### src/rtl/spireg_pkg.sv
// Shared widths and the transaction phase type for the SPI register slave.
// Assumes: byte-wide data, a one-byte short command and a two-byte long command.
package spireg_pkg;
    localparam int DATA_W  = 8;
    localparam int SHORT_W = 6;
    localparam int LONG_W  = 10;

    typedef enum logic [1:0] {
        PH_CMD0 = 2'd0,
        PH_CMD1 = 2'd1,
        PH_DATA = 2'd2
    } phase_t;
endpackage

### src/rtl/spireg_sync.sv
// Oversamples the three serial inputs into the system clock and reports SCK
// edges as one-cycle pulses. Assumes SCK is far slower than clk, so every SCK
// level lasts many clk cycles. All three signals use the same chain depth,
// so MOSI stays aligned with the SCK edges that sample it.
module spireg_sync #(
    parameter int STAGES = 2
) (
    input  logic clk,
    input  logic rst_n,
    input  logic sck,
    input  logic mosi,
    input  logic cs_n,
    output logic sck_rise,
    output logic sck_fall,
    output logic mosi_s,
    output logic cs_act
);
    localparam int NSIG = 3;
    localparam logic [NSIG-1:0] IDLE = 3'b100; // {cs_n, mosi, sck} at rest

    logic [NSIG-1:0] raw;
    logic [NSIG-1:0] synced;
    logic            sck_d;

    assign raw = {cs_n, mosi, sck};

    for (genvar gi = 0; gi < NSIG; gi++) begin : g_chain
        logic [STAGES-1:0] chain;
        // Shift one input through its synchronizer chain.
        always_ff @(posedge clk) begin
            if (!rst_n) chain <= {STAGES{IDLE[gi]}};
            else        chain <= {chain[STAGES-2:0], raw[gi]};
        end
        assign synced[gi] = chain[STAGES-1];
    end

    // Keep the previous synchronized SCK level for edge detection.
    always_ff @(posedge clk) begin
        if (!rst_n) sck_d <= 1'b0;
        else        sck_d <= synced[0];
    end

    assign sck_rise = synced[0] & ~sck_d;
    assign sck_fall = ~synced[0] & sck_d;
    assign mosi_s   = synced[1];
    assign cs_act   = ~synced[2];
endmodule

### src/rtl/spireg_deser.sv
// Collects MOSI bits, most significant first, on rising SCK edges. When the
// eighth bit arrives, it raises byte_done for one cycle with the full byte.
// Clearing cs_act resets the bit count, so a partial byte is dropped.
module spireg_deser #(
    parameter int DW = 8
) (
    input  logic          clk,
    input  logic          rst_n,
    input  logic          cs_act,
    input  logic          sck_rise,
    input  logic          mosi_s,
    output logic          byte_done,
    output logic [DW-1:0] rx_byte
);
    localparam int CW = $clog2(DW);

    logic [DW-1:0] shreg;
    logic [CW-1:0] bit_cnt;

    // Shift in bits and flag each completed byte.
    always_ff @(posedge clk) begin
        if (!rst_n) begin
            shreg     <= '0;
            bit_cnt   <= '0;
            byte_done <= 1'b0;
            rx_byte   <= '0;
        end else begin
            byte_done <= 1'b0;
            if (!cs_act) begin
                bit_cnt <= '0;
            end else if (sck_rise) begin
                shreg   <= {shreg[DW-2:0], mosi_s};
                bit_cnt <= bit_cnt + 1'b1;
                if (bit_cnt == CW'(DW-1)) begin
                    byte_done <= 1'b1;
                    rx_byte   <= {shreg[DW-2:0], mosi_s};
                    bit_cnt   <= '0;
                end
            end
        end
    end
endmodule

### src/rtl/spireg_engine.sv
// Decodes the short and long command formats, holds the current address and
// direction, and drives the register bus strobes. A read strobe is issued two
// cycles after each byte boundary and load follows one cycle later, when the
// register file's data is valid. A write strobe goes out the cycle after a
// data byte completes, and the address steps forward the cycle after that.
module spireg_engine
    import spireg_pkg::*;
#(
    parameter int DW  = DATA_W,
    parameter int SAW = SHORT_W,
    parameter int LAW = LONG_W
) (
    input  logic           clk,
    input  logic           rst_n,
    input  logic           cs_act,
    input  logic           byte_done,
    input  logic [DW-1:0]  rx_byte,
    output logic           reg_wr,
    output logic           reg_rd,
    output logic           reg_long,
    output logic [LAW-1:0] reg_addr,
    output logic [DW-1:0]  reg_wdata,
    output logic           load,
    output logic           rd_phase,
    output logic           in_cmd
);
    localparam int LO_BITS = LAW - (DW - 1);    // address bits in second byte
    localparam int WR_POS  = DW - 1 - LO_BITS;  // direction bit in second byte

    phase_t         phase;
    logic [DW-1:0]  cmd_hi;
    logic [LAW-1:0] addr_q;
    logic [LAW-1:0] addr_inc;
    logic           is_long, is_wr;
    logic           rd_req, wr_q, rd_q, load_q;

    // Next burst address, wrapping within the active address space.
    always_comb begin
        if (is_long) addr_inc = addr_q + 1'b1;
        else         addr_inc = {{(LAW-SAW){1'b0}}, addr_q[SAW-1:0] + 1'b1};
    end

    // Phase sequencing, command decode and strobe generation.
    always_ff @(posedge clk) begin
        if (!rst_n) begin
            phase     <= PH_CMD0;
            cmd_hi    <= '0;
            addr_q    <= '0;
            is_long   <= 1'b0;
            is_wr     <= 1'b0;
            rd_req    <= 1'b0;
            wr_q      <= 1'b0;
            rd_q      <= 1'b0;
            load_q    <= 1'b0;
            reg_wdata <= '0;
        end else begin
            wr_q   <= 1'b0;
            rd_req <= 1'b0;
            rd_q   <= rd_req;
            load_q <= rd_q;
            if (wr_q) addr_q <= addr_inc;
            if (!cs_act) begin
                phase <= PH_CMD0;
            end else if (byte_done) begin
                case (phase)
                    PH_CMD0: begin
                        if (rx_byte[DW-1]) begin
                            cmd_hi <= rx_byte;
                            phase  <= PH_CMD1;
                        end else begin
                            addr_q  <= {{(LAW-SAW){1'b0}}, rx_byte[SAW:1]};
                            is_long <= 1'b0;
                            is_wr   <= rx_byte[0];
                            rd_req  <= ~rx_byte[0];
                            phase   <= PH_DATA;
                        end
                    end
                    PH_CMD1: begin
                        addr_q  <= {cmd_hi[DW-2:0], rx_byte[DW-1 -: LO_BITS]};
                        is_long <= 1'b1;
                        is_wr   <= rx_byte[WR_POS];
                        rd_req  <= ~rx_byte[WR_POS];
                        phase   <= PH_DATA;
                    end
                    default: begin
                        if (is_wr) begin
                            wr_q      <= 1'b1;
                            reg_wdata <= rx_byte;
                        end else begin
                            addr_q <= addr_inc;
                            rd_req <= 1'b1;
                        end
                    end
                endcase
            end
        end
    end

    assign reg_wr   = wr_q;
    assign reg_rd   = rd_q;
    assign reg_long = is_long;
    assign reg_addr = addr_q;
    assign load     = load_q;
    assign rd_phase = (phase == PH_DATA) && !is_wr;
    assign in_cmd   = (phase != PH_DATA);
endmodule

### src/rtl/spireg_txshift.sv
// Holds a read byte and presents it on MISO, most significant bit first. A
// new bit goes out on each falling SCK edge, so the host samples it on the
// next rising edge. When en is low, MISO is held at 0.
module spireg_txshift #(
    parameter int DW = 8
) (
    input  logic          clk,
    input  logic          rst_n,
    input  logic          en,
    input  logic          load,
    input  logic [DW-1:0] ld_data,
    input  logic          sck_fall,
    output logic          miso
);
    logic [DW-1:0] tx;
    logic          miso_q;

    // Load read data and shift it out on falling edges.
    always_ff @(posedge clk) begin
        if (!rst_n) begin
            tx     <= '0;
            miso_q <= 1'b0;
        end else begin
            if (load)                 tx <= ld_data;
            else if (en && sck_fall)  tx <= {tx[DW-2:0], 1'b0};
            if (!en)                       miso_q <= 1'b0;
            else if (sck_fall && !load)    miso_q <= tx[DW-1];
        end
    end

    assign miso = miso_q;
endmodule

### src/rtl/dual_spi_regslave.sv
// Top level of the SPI mode-0 register slave. It chains the input
// synchronizer, the byte deserializer, the command engine and the MISO
// shifter. Assumes SCK at or below 1 MHz against a much faster clk, and a
// register file that answers reg_rd with reg_rdata on the following cycle.
module dual_spi_regslave
    import spireg_pkg::*;
#(
    parameter int DW          = DATA_W,
    parameter int SAW         = SHORT_W,
    parameter int LAW         = LONG_W,
    parameter int SYNC_STAGES = 2
) (
    input  logic           clk,
    input  logic           rst_n,
    input  logic           spi_sck,
    input  logic           spi_mosi,
    input  logic           spi_cs_n,
    output logic           spi_miso,
    output logic           reg_wr,
    output logic           reg_rd,
    output logic           reg_long,
    output logic [LAW-1:0] reg_addr,
    output logic [DW-1:0]  reg_wdata,
    input  logic [DW-1:0]  reg_rdata
);
    logic          sck_rise, sck_fall, mosi_s, cs_act;
    logic          byte_done;
    logic [DW-1:0] rx_byte;
    logic          load, rd_phase, in_cmd;
    logic          tx_en;

    spireg_sync #(.STAGES(SYNC_STAGES)) u_sync (
        .clk      (clk),
        .rst_n    (rst_n),
        .sck      (spi_sck),
        .mosi     (spi_mosi),
        .cs_n     (spi_cs_n),
        .sck_rise (sck_rise),
        .sck_fall (sck_fall),
        .mosi_s   (mosi_s),
        .cs_act   (cs_act)
    );

    spireg_deser #(.DW(DW)) u_deser (
        .clk       (clk),
        .rst_n     (rst_n),
        .cs_act    (cs_act),
        .sck_rise  (sck_rise),
        .mosi_s    (mosi_s),
        .byte_done (byte_done),
        .rx_byte   (rx_byte)
    );

    spireg_engine #(.DW(DW), .SAW(SAW), .LAW(LAW)) u_engine (
        .clk       (clk),
        .rst_n     (rst_n),
        .cs_act    (cs_act),
        .byte_done (byte_done),
        .rx_byte   (rx_byte),
        .reg_wr    (reg_wr),
        .reg_rd    (reg_rd),
        .reg_long  (reg_long),
        .reg_addr  (reg_addr),
        .reg_wdata (reg_wdata),
        .load      (load),
        .rd_phase  (rd_phase),
        .in_cmd    (in_cmd)
    );

    assign tx_en = rd_phase & cs_act;

    spireg_txshift #(.DW(DW)) u_tx (
        .clk      (clk),
        .rst_n    (rst_n),
        .en       (tx_en),
        .load     (load),
        .ld_data  (reg_rdata),
        .sck_fall (sck_fall),
        .miso     (spi_miso)
    );
endmodule

### config.mk
export PLATFORM = sky130hd
export DESIGN_NAME = dual_spi_regslave
export DESIGN_NICKNAME = d
export VERILOG_FILES = /design/src/rtl/spireg_pkg.sv /design/src/rtl/spireg_sync.sv /design/src/rtl/spireg_deser.sv /design/src/rtl/spireg_engine.sv /design/src/rtl/spireg_txshift.sv /design/src/rtl/dual_spi_regslave.sv
export SDC_FILE = /design/constraint.sdc
export NUM_CORES = 1
export LEC_CHECK = 0
export BUFFER_PORTS_ARGS = -buffer_cell sky130_fd_sc_hd__buf_4
export CAP_MARGIN = 5
export CORE_ASPECT_RATIO = 0.7
export CORE_UTILIZATION = 45
export DETAILED_ROUTE_END_ITERATION = 8
export GPL_ROUTABILITY_DRIVEN = 0
export SETUP_SLACK_MARGIN = 0.02
export SYNTH_ARGS = -nofsm -noshare
export SYNTH_HDL_FRONTEND = slang
export SYNTH_HIERARCHICAL = 1
export SYNTH_SLANG_ARGS = --single-unit
### constraint.sdc
create_clock -name clk -period 3.35 [get_ports clk]
set_clock_uncertainty 0.2 [all_clocks]
set_input_delay 0.5025 -clock clk [delete_from_list [all_inputs] [get_ports clk]]
set_output_delay 0.5025 -clock clk [all_outputs]
set_load 0.005 [all_outputs]
---- Word-level counts from Yosys, hierarchy flattened ----
Cells that the tools add are included.
word-level totals
  register bits after elaboration ......... 68
  input port bits ......................... 13
  word-level logic and storage cells ...... 80
  output and inout port bits .............. 22
operators by class
  equal/unequal tests ..................... 4
  muxes and demuxes ....................... 21
  add/sub/neg operators ................... 3
  reductions and logical operators ........ 20
  bitwise operators ....................... 12
operators with widths
  operator                                                         count
  10-bit 2-to-1 mux                                                6
  10-bit case mux with 2 select lines                              1
  8-bit 2-to-1 mux                                                 2
  4-bit AND reduction                                              3
  10-bit by 1-bit adder with 10-bit output, second input constant  1
  1-bit NOT                                                        9
  6-bit by 1-bit adder with 6-bit output, second input constant    1
  1-bit 2-to-1 mux                                                 6
  1-bit case mux with 2 select lines                               3
  2-bit AND reduction                                              3
  3-bit OR reduction                                               2
  5-bit OR reduction                                               1
  2-bit case mux with 2 select lines                               1
  2-bit nonzero test                                               2
  2-bit OR reduction                                               2
  3-bit by 1-bit adder with 3-bit output, second input constant    1
  1-bit bitwise AND                                                3
  3-bit == test, second input constant                             1
  1-bit logical AND                                                3
  3-bit 2-to-1 mux                                                 1
  3-bit AND reduction                                              1
  2-bit by 1-bit == test with 1-bit output, second input constant  1
  2-bit == test, second input constant                             1
  1-bit logical NOT                                                2
  other kinds (3)                                                  3

---- Longest topological paths before layout ----
Gate-level depths: netlist (run 1).
  word-level depth ........................ 7
  mapped depth ............................ 7
  mapped depth without buffers ............ 6

---- Cells and area by module ----
The synthesis (run 1) kept the hierarchy.
modules (own cells, without submodules)
  module             times used  area an instance (µm²)  cells each  sequential area each (µm²)
  spireg_engine      1           1692.9                  212         660.6
  spireg_deser       1           803.3                   84          380.4
  spireg_txshift     1           382.9                   40          180.2
  spireg_sync        1           200.2                   17          140.1
  dual_spi_regslave  1           6.3                     1           0.0

---- Worst setup path before layout (run 1) ----
No wires, ideal clock.
  path type ............................... reg-to-reg
  start point ............................. reg u_engine.phase[0]
  end point ............................... reg u_tx.tx[1]
  data required time ...................... 3.031 ns
  arrival time ............................ 1.540 ns
  slack ................................... 1.491 ns
  period minus slack after synthesis ...... 1.859 ns
  setup time .............................. 0.119 ns
  path buffers ............................ 2
  stages on the path, launching flop included .. 8
  cells stage by stage .................... dfxtp_1 clkbuf_1 clkbuf_1 nor3_1 and2_1 nand2_4 mux2i_1 a21oi_1
between the ends
  word-level cells in the longest chain between the ends .. 5
RTL lines
  element                       RTL line                 text
  from (decl)                   spireg_engine.sv:30      phase_t phase;
  from (signal assigned)        spireg_engine.sv:46      phase <= PH_CMD0;
  from (signal assigned)        spireg_engine.sv:63      phase <= PH_CMD0;
  from (signal assigned)        spireg_engine.sv:69      phase <= PH_CMD1;
  2-bit == test                 spireg_engine.sv:104     assign rd_phase = (phase == PH_DATA) && !is_wr;
  1-bit logical AND             spireg_engine.sv:104
  via rd_phase                  dual_spi_regslave.sv:29  logic load, rd_phase, in_cmd;
  1-bit bitwise AND             dual_spi_regslave.sv:70  assign tx_en = rd_phase & cs_act;
  via tx_en                     dual_spi_regslave.sv:30  logic tx_en;
  1-bit logical AND             spireg_txshift.sv:25     else if (en && sck_fall) tx <= {tx[DW-2:0], 1'b0};
  2-bit nonzero test (no line)  -
  to (signal assigned)          spireg_txshift.sv:24     if (load) tx <= ld_data;
  to (signal assigned)          spireg_txshift.sv:25
  to (decl)                     spireg_txshift.sv:15     logic [DW-1:0] tx;
The timed path passes the listed nets, and every way through them passes these cells.
A chain may end at the register's enable or synchronous reset.

---- Worst setup path after layout (run 1) ----
  start point ............................. reg u_engine.phase[0]
  end point ............................... reg u_engine.addr_q[6] (netlist: u_engine/reg_addr[6])
between the ends
  word-level cells in the longest chain between the ends .. 4
  elaborated cells on any way between the ends .. 5
  those cells by class .................... eq/ne (1); mux (3); reduce/logical (1)
RTL lines
  element                                                                        RTL line             text
  2-bit by 1-bit == test with 1-bit output or 2-bit logical NOT (tied branches)  spireg_engine.sv:65  case (phase)
  10-bit case mux with 2 select lines (*)                                        spireg_engine.sv:65
  10-bit 2-to-1 mux (*)                                                          spireg_engine.sv:64  end else if (byte_done) begin
  10-bit 2-to-1 mux (*)                                                          spireg_engine.sv:62  if (!cs_act) begin
  to (signal assigned)                                                           spireg_engine.sv:61  if (wr_q) addr_q <= addr_inc;
  to (signal assigned)                                                           spireg_engine.sv:71  addr_q <= {{(LAW-SAW){1'b0}}, rx_byte[SAW:1]};
  to (signal assigned)                                                           spireg_engine.sv:79  addr_q <= {cmd_hi[DW-2:0], rx_byte[DW-1 -: LO_BITS]};
  to (decl)                                                                      spireg_engine.sv:32  logic [LAW-1:0] addr_q;
Mark *: on every way between the ends. The rest lies on a longest branch, timed or not.

==> flow_metrics.tcl, run 1 <==
set metrics [dict create \
    status "completed" \
    start_util_pct 47.9 \
    p_leak_nw 1.33 \
    root_buffer "clkbuf_8" \
    final_hold_viol_count 0 \
    area_growth_pct 15.6 \
    critPathLaunchType "flip-flop" \
    cts_sinks 68 \
    min_from "spi_cs_n" \
    fin_crit_ns 2.33 \
    vias 2555 \
    hold_class "input port to flip-flop" \
    grt_max_degree 43 \
    critPathMaxFanout 23 \
    grt_pass1_wl_mm 11.1 \
    clk_pin_slew_worst_paths_ns 0.07 \
    netlist_instances 353 \
    power_frac_clock_pct 44.1 \
    ios 35 \
    grt.total_usage_pct 20.2 \
    internal_power_mw 1.21 \
    drt_first_pass_iters 4 \
    diodes 0 \
    ir_drop_mv 0.321 \
    arrival_ns 2.31 \
    synthesis.nets 369 \
    swShare_pct 20.7 \
    max_freq_ghz 0.429 \
    tritoncts "yes" \
    crit_type "flip-flop to flip-flop" \
    drive_gt1_share_pct 17.1 \
    ctsResizeCount 0 \
    drtIter0Drc 126 \
    grt_pass1_vias 2218 \
    ant_nets 0 \
    wire_per_inst_um 14.0 \
    numCtsBuffers 9 \
    slew_headroom_pct 41.8 \
    required_ns 3.33 \
    clockBufferDepth 2 \
    rsz0062_at_grt "false" \
    dieHeight_um 71.2 \
    maxCapViolCount 0 \
    h-tree-depth 3 \
    dieWidth_um 101 \
    power.total_mw 1.52 \
    wirelength_mm 6.69 \
    avgSynthCellArea_um2 8.72 \
    postCtsHoldBufs 0 \
    io_buffers 34 \
    netlist_area_um2 3080 \
    clkLatencyLatePin_ns 0.33 \
    yosys_warnings 6 \
    tightest_slew_ns 0.873 \
    final_nets 397 \
    worstSetupStartpoint "u_engine/phase[0]$_SDFFE_PN0P_" \
    hpwl_mm 4.57 \
    finalSetupTns_ns 0 \
    power_frac_comb_pct 2.5 \
    core_area_um2 6430 \
    finalMaxSlewViolations 0 \
    drc_errors 0 \
    pwr-share-seq_pct 53.3 \
    r2r_start "u_engine/phase[0]$_SDFFE_PN0P_" \
    power.switching_uw 316 \
    antenna_found_initial 0 \
    cts_setup_buffers 0 \
    grt-ovfl-total 0 \
    pwr_density_cell_nw_per_um2 428 \
    fin_crit_sh_pct 69.6 \
    setup_viol 0 \
    dieArea_um2 7180 \
    worst_setup_path_end_kind "flip-flop" \
    num_rows 24 \
    viasPerCell 5.37 \
]
[area by class of cell]
cell class,count,area (um2)
timing repair buffer,36,270
sequential,68,1360
multi-input combinational,260,1590
inverter,6,22.5
tap,91,114
clock inverter,3,46.3
fill,634,2870
clock buffer,12,155
[routing by layer]
metal,global-route usage (%),vias up,part of all wire [%]
met5,0,-,0
met4,6.28,0,1.3
met3,5.46,11,6.1
met2,27.7,72,41
met1,30.5,1165,52
li1,-,1307,-
[power by group through the flow]
stage	clock network (mW)	registers [mW]	logic (mW)
2_1_floorplan	0	0.831	0.0214
3_3_place_gp	0	0.831	0.0390
3_5_place_dp	0	0.831	0.0391
4_1_cts	0.692	0.813	0.0394
5_1_grt	0.733	0.813	0.0434
6_report	0.673	0.813	0.0388
[state kept, by name (all words and copies together) (netlist names), 2 cells and up]
signal	cells
u_sync/g_chain.chain	6
u_engine/reg_addr	10
u_deser/shreg	7
u_deser/rx_byte	8
u_tx/tx	8
u_engine/phase	2
u_deser/bit_cnt	3
u_engine/cmd_hi	7
u_engine/reg_wdata	8
[worst paths after layout]
check / to / slack, ns / cells after the start
min: u_sync/g_chain[2].chain[0]$_SDFF_PN1_ / 0.15 / 2
max reg2reg: u_engine/reg_addr[6]$_SDFF_PN0_ / 1.02 / 5
min reg2reg: u_sync/g_chain[2].chain[1]$_SDFF_PN1_ / 0.21 / 1
max: u_engine/reg_addr[6]$_SDFF_PN0_ / 1.02 / 5
[metrics by stage]
| stage | util, % | setup WS [ns] | hold slack, ns | instance area (um2) | std cells |
|---|---|---|---|---|---|
| final | 55.4 | 1.02 | 0.146 | 3560 | 476 |
| after global routing | 55.4 | 0.807 | 0.132 | 3560 | 476 |
| after CTS | 55.4 | 1.04 | 0.131 | 3560 | 476 |
| after detailed placement | 52.3 | 1.05 | 0.192 | 3360 | 461 |
| after global placement | 52.3 | 1.05 | 0.192 | 3360 | 461 |
| after floorplan | - | 1.50 | 0.186 | 3080 | 353 |
[layout by cell type, fill, tap and decap left out, types with 4 or more instances in the layout]
cell type and instances:
dfxtp_1 68, nor3b_1 6, and3_1 4, o21ai_0 12
buf_4 36, nand2b_1 5, o21a_1 4, a21bo_2 7
nor2_1 21, nand2_1 52, mux2i_1 22, inv_1 4
a32oi_1 4, a21oi_1 39, and2_1 11, clkbuf_8 11
o21ai_1 5, nand3_1 12
[critical path, cell delays in order (launching register included)]
cell	delay, ns
dfxtp_1	0.77
nand2b_1	0.35
o2111a_1	0.40
nor2_2	0.14
a32oi_1	0.23
a21oi_1	0.10
Note: power is estimated with default switching activity, not from simulation.
==> run 2, diff against run 1 <==
==> constraint.sdc (replaced) <==
create_clock -name clk -period 2.3 [get_ports clk]
set_clock_uncertainty 0.2 [all_clocks]
set_input_delay 0.345 -clock clk [delete_from_list [all_inputs] [get_ports clk]]
set_output_delay 0.345 -clock clk [all_outputs]
set_load 0.005 [all_outputs]
==> run 2 against run 1 <==
- wire length increased by 6.3%
- first-iteration DRC count is 13% higher
- clock-buffer cell count fell by 2
- sequential share of layout area down 0.98 points
- via count grew 2.7%
- global-route usage grew 1.1 points
- design area is 2.6% higher
- final cell count increased by 2.7%
- setup slack got worse by 0.67 ns
- combinational power rose by 65%
- critical path type unchanged
- largest cell class unchanged
==> flow_metrics.tcl, run 2 (synthesis results as in run 1) <==
set metrics [dict create \
    final_area_um2 3650 \
    required_ns 2.34 \
    power.switching_uw 481 \
    setup_viol 0 \
    grt_max_degree 26 \
    postCtsHoldBufs 3 \
    place_area_um2 3430 \
    maxCapViolCount 0 \
    grt_use_met1_pct 30.2 \
    ios 35 \
    drive_gt1_share_pct 19.3 \
    critPathLaunchType "flip-flop" \
    crit_slowest_cell "dfxtp_1" \
    final_cell_mix "dfxtp_1, nand2_1, buf_4, a21oi_1, mux2i_1" \
    area_growth_pct 18.7 \
    tightest_slew_ns 0.580 \
    grt_pass1_vias 2408 \
    dieHeight_um 71.2 \
    use_met3_pct 5.95 \
    power_frac_comb_pct 2.9 \
    internal_power_mw 1.73 \
    dieWidth_um 101 \
    finalMaxSlewViolations 0 \
    drc_errors 0 \
    critPathMaxFanout 8 \
    clkLatencyLatePin_ns 0.35 \
    grt.busiest_layer "met2" \
    status "completed" \
    diodes 0 \
    grt_pass1_wl_mm 11.7 \
    crit_chain "ha_1, nand3_2, o2111a_1, a311oi_1, a32oi_1, o21a_1" \
    clk_pin_slew_worst_paths_ns 0.07 \
    cts_setup_buffers 0 \
    largest_reg_flops 10 \
    max_freq_ghz 0.511 \
    grt.total_usage_pct 21.3 \
    cpPeakStageDelay_ns 0.39 \
    numCtsBuffers 9 \
    tritoncts "yes" \
    wire_per_inst_um 14.5 \
    pwr_density_cell_nw_per_um2 604 \
    h-tree-depth 3 \
    cts_sinks 68 \
    worst_setup_path_end_kind "flip-flop" \
    viasPerCell 5.37 \
    met2_usage_pct 31.4 \
    antenna_found_initial 0 \
    ctsResizeCount 0 \
    slew_headroom_pct 61.2 \
    arrival_ns 2.00 \
    swShare_pct 21.8 \
    core_area_um2 6430 \
    rsz0062_at_grt "false" \
    dieArea_um2 7180 \
    io_buffers 34 \
    finalSetupTns_ns 0 \
    root_buffer "clkbuf_8" \
    num_rows 24 \
    hold_class "input port to flip-flop" \
    p_leak_nw 1.39 \
    mostFrequentLayoutCell "dfxtp_1" \
    drt_first_pass_iters 4 \
    fin_crit_sh_pct 85.1 \
    pwr-share-seq_pct 53.6 \
    grt-ovfl-total 0 \
    final_nets 410 \
    ant_nets 0 \
    vias 2625 \
    wirelength_mm 7.10 \
    hpwl_mm 4.91 \
    start_util_pct 47.9 \
    crit_type "flip-flop to flip-flop" \
    final_hold_viol_count 0 \
    fin_crit_ns 1.96 \
    drtIter0Drc 142 \
    clockBufferDepth 2 \
    ir_drop_mv 0.365 \
    power_frac_clock_pct 43.5 \
]
run 2: worst paths after layout:
path,start,to,slack [ns],cells after the start
max,u_engine/reg_addr[0]$_SDFF_PN0_,u_engine/reg_addr[8]$_SDFF_PN0_,0.34,6
min,reg_rdata[7],u_tx/tx[7]$_SDFFE_PN0P_,0.04,3
max reg2reg,u_engine/reg_addr[0]$_SDFF_PN0_,u_engine/reg_addr[8]$_SDFF_PN0_,0.34,6
min reg2reg,u_sync/g_chain[2].chain[0]$_SDFF_PN1_,u_sync/g_chain[2].chain[1]$_SDFF_PN1_,0.21,1
run 2: power groups by stage:
| stage | Combinational [mW] | Clock (mW) | Sequential (mW) |
|---|---|---|---|
| final | 0.0641 | 0.960 | 1.18 |
| after global routing | 0.0708 | 1.04 | 1.18 |
| after CTS | 0.0640 | 0.987 | 1.18 |
| after detailed placement | 0.0600 | 0 | 1.21 |
| after global placement | 0.0596 | 0 | 1.21 |
| after floorplan | 0.0312 | 0 | 1.21 |
run 2: metal layers:
metal	wire [um]	vias to the layer above	share of wire [%]
li1	-	1327	-
met1	3530	1200	50
met2	2960	92	42
met3	551	6	7.8
met4	68	0	0.96
met5	0	-	0
run 2: final cells by class:
| class | count | area (um2) |
|---|---|---|
| clock buffer | 10 | 138 |
| fill | 614 | 2770 |
| inverter | 6 | 22.5 |
| timing repair buffer | 49 | 375 |
| multi-input combinational | 260 | 1590 |
| clock inverter | 5 | 52.6 |
| sequential | 68 | 1360 |
| tap | 91 | 114 |
run 2: stage by stage:
step | hold slack (ns) | worst slack [ns] | util, % | total power [mW] | std cells
2_1_floorplan | 0.186 | 0.455 | - | 1.24 | 353
3_3_place_gp | 0.194 | 0.391 | 53.4 | 1.27 | 471
3_5_place_dp | 0.199 | 0.363 | 53.4 | 1.27 | 471
4_1_cts | 0.0369 | 0.347 | 56.9 | 2.23 | 489
5_1_grt | 0.0516 | 0.247 | 56.9 | 2.29 | 489
6_report | 0.0427 | 0.343 | 56.9 | 2.21 | 489
run 2: worst max-delay path: cells and delay by family (launching register included):
kind                       cells  cell delay [ns]
and+or+nand+nor                1             0.17
DFF                            1             0.39
adders and majority gates      1             0.22
AOI/OAI and AO/OA              4             0.87
